`src/rtl/pgm_entry_pkg.sv`:
```
package pgm_entry_pkg;
  typedef enum logic [2:0] {
    ST_IDLE,    // no pulse seen yet
    ST_PULSE,   // reset pin high, waiting for it to fall
    ST_GAP,     // settling after pulse, clock edges ignored
    ST_KEY,     // shifting key bits
    ST_ARMED,   // full matching key, waiting for rise
    ST_REJECT,  // full non-matching key
    ST_SETTLE,  // mode held, data still blanked
    ST_OPEN     // mode held, data forwarded
  } entry_state_e;
endpackage

```
`src/rtl/pgm_entry_sync.sv`:
```
module pgm_entry_sync #(
  parameter int unsigned WIDTH  = 3,
  parameter int unsigned STAGES = 2
) (
  input  logic             clk,
  input  logic             rst_n,
  input  logic [WIDTH-1:0] d_async,
  output logic [WIDTH-1:0] q_sync
);
  logic [WIDTH-1:0] stage_q [STAGES];

  for (genvar s = 0; s < STAGES; s++) begin : g_stage
    if (s == 0) begin : g_first
      always_ff @(posedge clk or negedge rst_n) begin
        if (!rst_n) stage_q[s] <= '0;
        else        stage_q[s] <= d_async;
      end
    end else begin : g_next
      always_ff @(posedge clk or negedge rst_n) begin
        if (!rst_n) stage_q[s] <= '0;
        else        stage_q[s] <= stage_q[s-1];
      end
    end
  end

  assign q_sync = stage_q[STAGES-1];
endmodule

```
`src/rtl/pgm_entry_timer.sv`:
```
module pgm_entry_timer #(
  parameter int unsigned MAX_COUNT = 24,
  localparam int unsigned CW = $clog2(MAX_COUNT + 1)
) (
  input  logic          clk,
  input  logic          rst_n,
  input  logic          load,
  input  logic [CW-1:0] load_val,
  output logic          expired
);
  logic [CW-1:0] cnt_q;

  always_ff @(posedge clk or negedge rst_n) begin
    if (!rst_n)            cnt_q <= '0;
    else if (load)         cnt_q <= load_val;
    else if (cnt_q != '0)  cnt_q <= cnt_q - 1'b1;
  end

  assign expired = (cnt_q == '0);
endmodule

```
`src/rtl/pgm_entry_keyshift.sv`:
```
module pgm_entry_keyshift #(
  parameter int unsigned       KEY_W     = 32,
  parameter logic [KEY_W-1:0]  KEY_VALUE = 32'h4D434851,
  localparam int unsigned      NW        = $clog2(KEY_W + 1)
) (
  input  logic clk,
  input  logic rst_n,
  input  logic clr,
  input  logic shift_en,
  input  logic bit_in,
  output logic full,
  output logic match
);
  logic [KEY_W-1:0] sr_q;
  logic [NW-1:0]    n_q;

  assign full  = (n_q == NW'(KEY_W));
  assign match = full && (sr_q == KEY_VALUE);

  // first bit received ends up in the top position
  always_ff @(posedge clk or negedge rst_n) begin
    if (!rst_n) begin
      sr_q <= '0;
      n_q  <= '0;
    end else if (clr) begin
      sr_q <= '0;
      n_q  <= '0;
    end else if (shift_en && !full) begin
      sr_q <= {sr_q[KEY_W-2:0], bit_in};
      n_q  <= n_q + 1'b1;
    end
  end
endmodule

```
`src/rtl/pgm_entry_detect.sv`:
```
module pgm_entry_detect #(
  parameter int unsigned      KEY_W       = 32,
  parameter logic [KEY_W-1:0] KEY_VALUE   = 32'h4D434851,
  parameter int unsigned      ENTRY_GAP   = 16,
  parameter int unsigned      EXIT_GAP    = 24,
  parameter int unsigned      SYNC_STAGES = 2
) (
  input  logic clk,
  input  logic rst_n,
  input  logic hold_pin,
  input  logic ser_clk,
  input  logic ser_dat,
  output logic mode_active,
  output logic io_hiz,
  output logic data_open,
  output logic rx_valid,
  output logic rx_bit
);
  import pgm_entry_pkg::*;

  localparam int unsigned GAP_MAX = (ENTRY_GAP > EXIT_GAP) ? ENTRY_GAP : EXIT_GAP;
  localparam int unsigned TW      = $clog2(GAP_MAX + 1);

  logic [2:0] pins_s;
  logic hold_s, sclk_s, dat_s;
  logic hold_q, sclk_q;
  logic hold_rise, hold_fall, sclk_rise;

  pgm_entry_sync #(.WIDTH(3), .STAGES(SYNC_STAGES)) u_sync (
    .clk(clk), .rst_n(rst_n),
    .d_async({hold_pin, ser_clk, ser_dat}),
    .q_sync(pins_s)
  );
  assign {hold_s, sclk_s, dat_s} = pins_s;

  always_ff @(posedge clk or negedge rst_n) begin
    if (!rst_n) begin
      hold_q <= 1'b0;
      sclk_q <= 1'b0;
    end else begin
      hold_q <= hold_s;
      sclk_q <= sclk_s;
    end
  end
  assign hold_rise = hold_s & ~hold_q;
  assign hold_fall = ~hold_s & hold_q;
  assign sclk_rise = sclk_s & ~sclk_q;

  entry_state_e state_q, state_d;
  logic          tmr_load, tmr_expired;
  logic [TW-1:0] tmr_val;
  logic          key_clr, key_shift, key_full, key_match;

  pgm_entry_timer #(.MAX_COUNT(GAP_MAX)) u_timer (
    .clk(clk), .rst_n(rst_n),
    .load(tmr_load), .load_val(tmr_val),
    .expired(tmr_expired)
  );

  pgm_entry_keyshift #(.KEY_W(KEY_W), .KEY_VALUE(KEY_VALUE)) u_key (
    .clk(clk), .rst_n(rst_n),
    .clr(key_clr), .shift_en(key_shift), .bit_in(dat_s),
    .full(key_full), .match(key_match)
  );

  assign key_clr   = (state_q == ST_IDLE) || (state_q == ST_PULSE);
  assign key_shift = (state_q == ST_KEY) && sclk_rise;

  always_comb begin
    state_d  = state_q;
    tmr_load = 1'b0;
    tmr_val  = TW'(ENTRY_GAP);
    unique case (state_q)
      ST_IDLE:   if (hold_rise) state_d = ST_PULSE;
      ST_PULSE:  if (hold_fall) begin
                   state_d  = ST_GAP;
                   tmr_load = 1'b1;
                   tmr_val  = TW'(ENTRY_GAP);
                 end
      ST_GAP:    if (hold_rise)        state_d = ST_PULSE;
                 else if (tmr_expired) state_d = ST_KEY;
      ST_KEY:    if (hold_rise)        state_d = ST_PULSE;
                 else if (key_full)    state_d = key_match ? ST_ARMED : ST_REJECT;
      ST_ARMED:  if (hold_rise) begin
                   state_d  = ST_SETTLE;
                   tmr_load = 1'b1;
                   tmr_val  = TW'(EXIT_GAP);
                 end
      ST_REJECT: if (hold_rise) state_d = ST_PULSE;
      ST_SETTLE: if (hold_fall)        state_d = ST_IDLE;
                 else if (tmr_expired) state_d = ST_OPEN;
      ST_OPEN:   if (hold_fall) state_d = ST_IDLE;
      default:   state_d = ST_IDLE;
    endcase
  end

  always_ff @(posedge clk or negedge rst_n) begin
    if (!rst_n) state_q <= ST_IDLE;
    else        state_q <= state_d;
  end

  always_ff @(posedge clk or negedge rst_n) begin
    if (!rst_n) begin
      rx_valid <= 1'b0;
      rx_bit   <= 1'b0;
    end else begin
      rx_valid <= (state_q == ST_OPEN) && sclk_rise && !hold_fall;
      if ((state_q == ST_OPEN) && sclk_rise) rx_bit <= dat_s;
    end
  end

  assign mode_active = (state_q == ST_SETTLE) || (state_q == ST_OPEN);
  assign io_hiz      = (state_q == ST_SETTLE) || (state_q == ST_OPEN);
  assign data_open   = (state_q == ST_OPEN);
endmodule

```
`config.mk`:
```
export PLATFORM = sky130hd
export DESIGN_NAME = pgm_entry_detect
export DESIGN_NICKNAME = d
export VERILOG_FILES = /design/src/rtl/pgm_entry_pkg.sv /design/src/rtl/pgm_entry_sync.sv /design/src/rtl/pgm_entry_timer.sv /design/src/rtl/pgm_entry_keyshift.sv /design/src/rtl/pgm_entry_detect.sv
export SDC_FILE = /design/constraint.sdc
export NUM_CORES = 1
export LEC_CHECK = 0
export BUFFER_PORTS_ARGS = -buffer_cell sky130_fd_sc_hd__buf_2
export CAP_MARGIN = 20
export CORE_AREA = 2 2 101 103
export CTS_BUF_LIST = sky130_fd_sc_hd__clkbuf_4
export DETAILED_ROUTE_END_ITERATION = 10
export DIE_AREA = 0 0 103 105
export SLEW_MARGIN = 25
export SYNTH_ARGS = -nofsm -noshare
export SYNTH_HDL_FRONTEND = slang
export SYNTH_SLANG_ARGS = --single-unit
```
`constraint.sdc`:
```
create_clock -name clk -period 5.1 [get_ports clk]
set_input_delay 1.02 -clock clk [delete_from_list [all_inputs] [get_ports clk]]
set_output_delay 1.02 -clock clk [all_outputs]
set_load 0.05 [all_outputs]
```
==> results.md <==
* Status: completed
* CTS root buf: clkbuf_4
* Leakage power at 1.17 nW
* Antenna violations before repair at 0
* Fill count at 1,043
* DRC viols at 0
* Synth Cell Area at 0.00256 mm²
* Unrepaired setup endpoints after global routing: no
* Aggregate global routing overflow at 0
* #FFs+latches synth at 56
* Final instance area at 0.00277 mm²
* Final hold vios at 0
* Final-report setup violation count at 0
* Clock period minus worst slack at 2.55 ns
* Die H at 105 µm
* Routed Antenna Nets at 0
* Vias per std cell at 4.58
* CP Launch Type: register
* Fin. max-slew vios at 0
* Placed Area at 0.00272 mm²
* IO Port Bufs at 9
* Async SR Flop Fraction at 1.00
* Die width at 103 µm
* Area of the core at 0.00964 mm²
* Layout Skew at 0.0126 ns
* Max Cap Viol at 0
* ANT cells at 0
* Htree depth at 2
* Hold Path Class: reg -> reg
* Post-synth cell types at 50
* Post-CTS Hold Buffers at 0
* Fin nets at 277
* Finished Layout Cells at 401
* GPL Wtd Cong at 0.811
* Wire length of the first global-routing pass at 8180 µm
* Mapped Cells at 265
* Final TNS setup at 0 ns
* Fmax at 393 MHz
* Initial DRC Count at 126
* Site row count at 36
* Worst Path Required at 4.08 ns
* Worst skew pair latency at 0.36 ns
* PwrDens at 386 mW/mm²
* Ys Warns at 0
* Cts bufs inserted at 5
* Crit. End Element: primary output
* Clock Pin Slew Worst Setup and Hold Paths at 0.15 ns
* Slew of the pin with the lowest slew margin at 0.704 ns
* Crit path kind: reg -> out
* Finished Core Util at 0.288
* Worst-case clock buffer depth at 2
* Largest net degree at the start of global routing at 57
* Register area share after synthesis at 0.547
* Postcts setup bufs at 0
* DIE AREA at 0.0108 mm²
* Number of I/O pins at 10
* Post-Place Cells at 394
* Crit path DAT at 1.53 ns
* Total Routing Usage GR at 0.0936
* Hold slack at 0.368 ns
* Syn-to-layout area delta at 8.25%
* Vias in the first global route at 1,736
* TritonCTS clock tree: built
* CTS sink cnt at 56
* Mapped Avg Cell Area at 9.67 µm²
* Share of layout cells above drive strength 1 at 0.104
* Peak supply drop at 0.155 mV
* Top_reg_cell synth: dfrtp_1
* Routed vias at 1,835
* Drt wl/cell at 11.6 µm
* HPWL after detailed placement at 3050 µm
* Slew headroom at 0.531
* Top cell type's share of synthesized area at 0.547
* Top cells by area, synth: dfrtp_1 (55%), nand2_1 (11%), o21ai_1 (6.4%), ha_1 (2.0%), nor2_1 (1.8%)
* Crit path max fanout at 13
* Cell taking the most area after synthesis: dfrtp_1
* Post-synth EDFFs at 0
* Synthesized net count at 274
* Drt total wl at 4630 µm
* Register area at 0.00140 mm²
* Ratio of final minimum period to clock period at 0.500
* Multi-input gate area in the final layout at 0.00106 mm²
* DRT Pass-1 Iters at 5
* # resized after CTS at 0
* Initial Util at 0.266
-- cell families (layout without fill, tap and decap cells) --
group	Yosys count	count (layout)	share of synthesized area
buf+inv	21	24	0.0405
xor+xnor	7	7	0.0239
simple gates	122	122	0.229
fa+ha+maj	4	4	0.0195
flops	56	56	0.547
compound gates	54	54	0.136
mux	1	1	0.00439
-- report_power, final --
part / internal [mW] / switching, mW
Sequential: 0.490 / 0.0661
Clock: 0.0510 / 0.132
Combinational: 0.122 / 0.210
Total: 0.662 / 0.408
-- path summary, 6_finish.rpt --
check | from | endpoint | slack (ns) | cells after the start
setup reg to reg | u_timer.cnt_q[0] | state_q[2] | 3.07 | 6
max in group asynchronous | rst_n | u_key.n_q[0] | 3.87 | 2
hold reg to reg | u_sync.stage_q[3] | u_sync.q_sync[0] | 0.37 | 0
min in group asynchronous | rst_n | state_q[1] | 0.78 | 2
hold / removal | u_sync.stage_q[3] | u_sync.q_sync[0] | 0.37 | 0
setup / recovery | state_q[2] | io_hiz | 2.55 | 2
-- layout make-up --
type | instances | share of cell area
clock buffers | 5 | 0.0135
clock inverters | 2 | 0.00451
inverters | 6 | 0.00812
multi-input cells | 188 | 0.382
flip-flops and latches | 56 | 0.505
well taps | 133 | 0.0600
repair buffers | 11 | 0.0262
-- registers in the layout (all words and copies together), names as in the netlist, 3 cells and up --
name and count:
u_timer.cnt_q 5, u_key.sr_q 32, state_q 3, u_key.n_q 6, u_sync.q_sync 3, u_sync.stage_q 3
-- cells in the final DEF, fill, tap and decap left out, types with 3 or more instances in the layout --
cell	count
buf_2	9
clkbuf_4	5
dfrtp_1	56
ha_1	4
inv_1	4
nand2_1	74
nand4_1	4
nor2_1	12
nor3_1	4
nor4_1	3
nor4b_1	3
o21ai_1	33
xnor2_1	3
xor2_1	4
-- through the flow --
stage	power [mW]	worst slack [ns]
finish	1.07	2.55
detailed placement	0.897	2.96
floorplan	0.844	2.96
global placement	0.889	2.80
global route	1.15	2.46
CTS	1.08	2.54
-- critical path: stages, from the launching register on --
cell     delay [ns]
dfrtp_1        0.65
and2_2         0.26
buf_2          0.26
-- per-layer routing --
layer  vias up  GRT usage  share of wire
met5         -          0              0
met4         0     0.0338         0.0099
met3         2     0.0261          0.032
met2        15      0.135           0.45
met1       905      0.133           0.50
li1        913          -              -
-- Yosys cell counts, types with 2 or more instances --
cell and count:
inv_2 2, o21ai_1 33, dfrtp_1 56, xor2_1 4
inv_1 4, nand4_1 4, nor4b_1 3, nor3_1 4
nor4_1 3, xnor2_1 3, nand2_1 75, or4b_1 2
buf_6 2, clkbuf_1 7, nand3_1 2, and3_1 2
a21oi_1 2, nand4b_1 2, nor2b_1 2, nor2_1 12
buf_2 5, a211o_1 2, o31ai_1 2, ha_1 4
o32ai_1 2, a211oi_1 2
(Power assumes the default switching activity.)
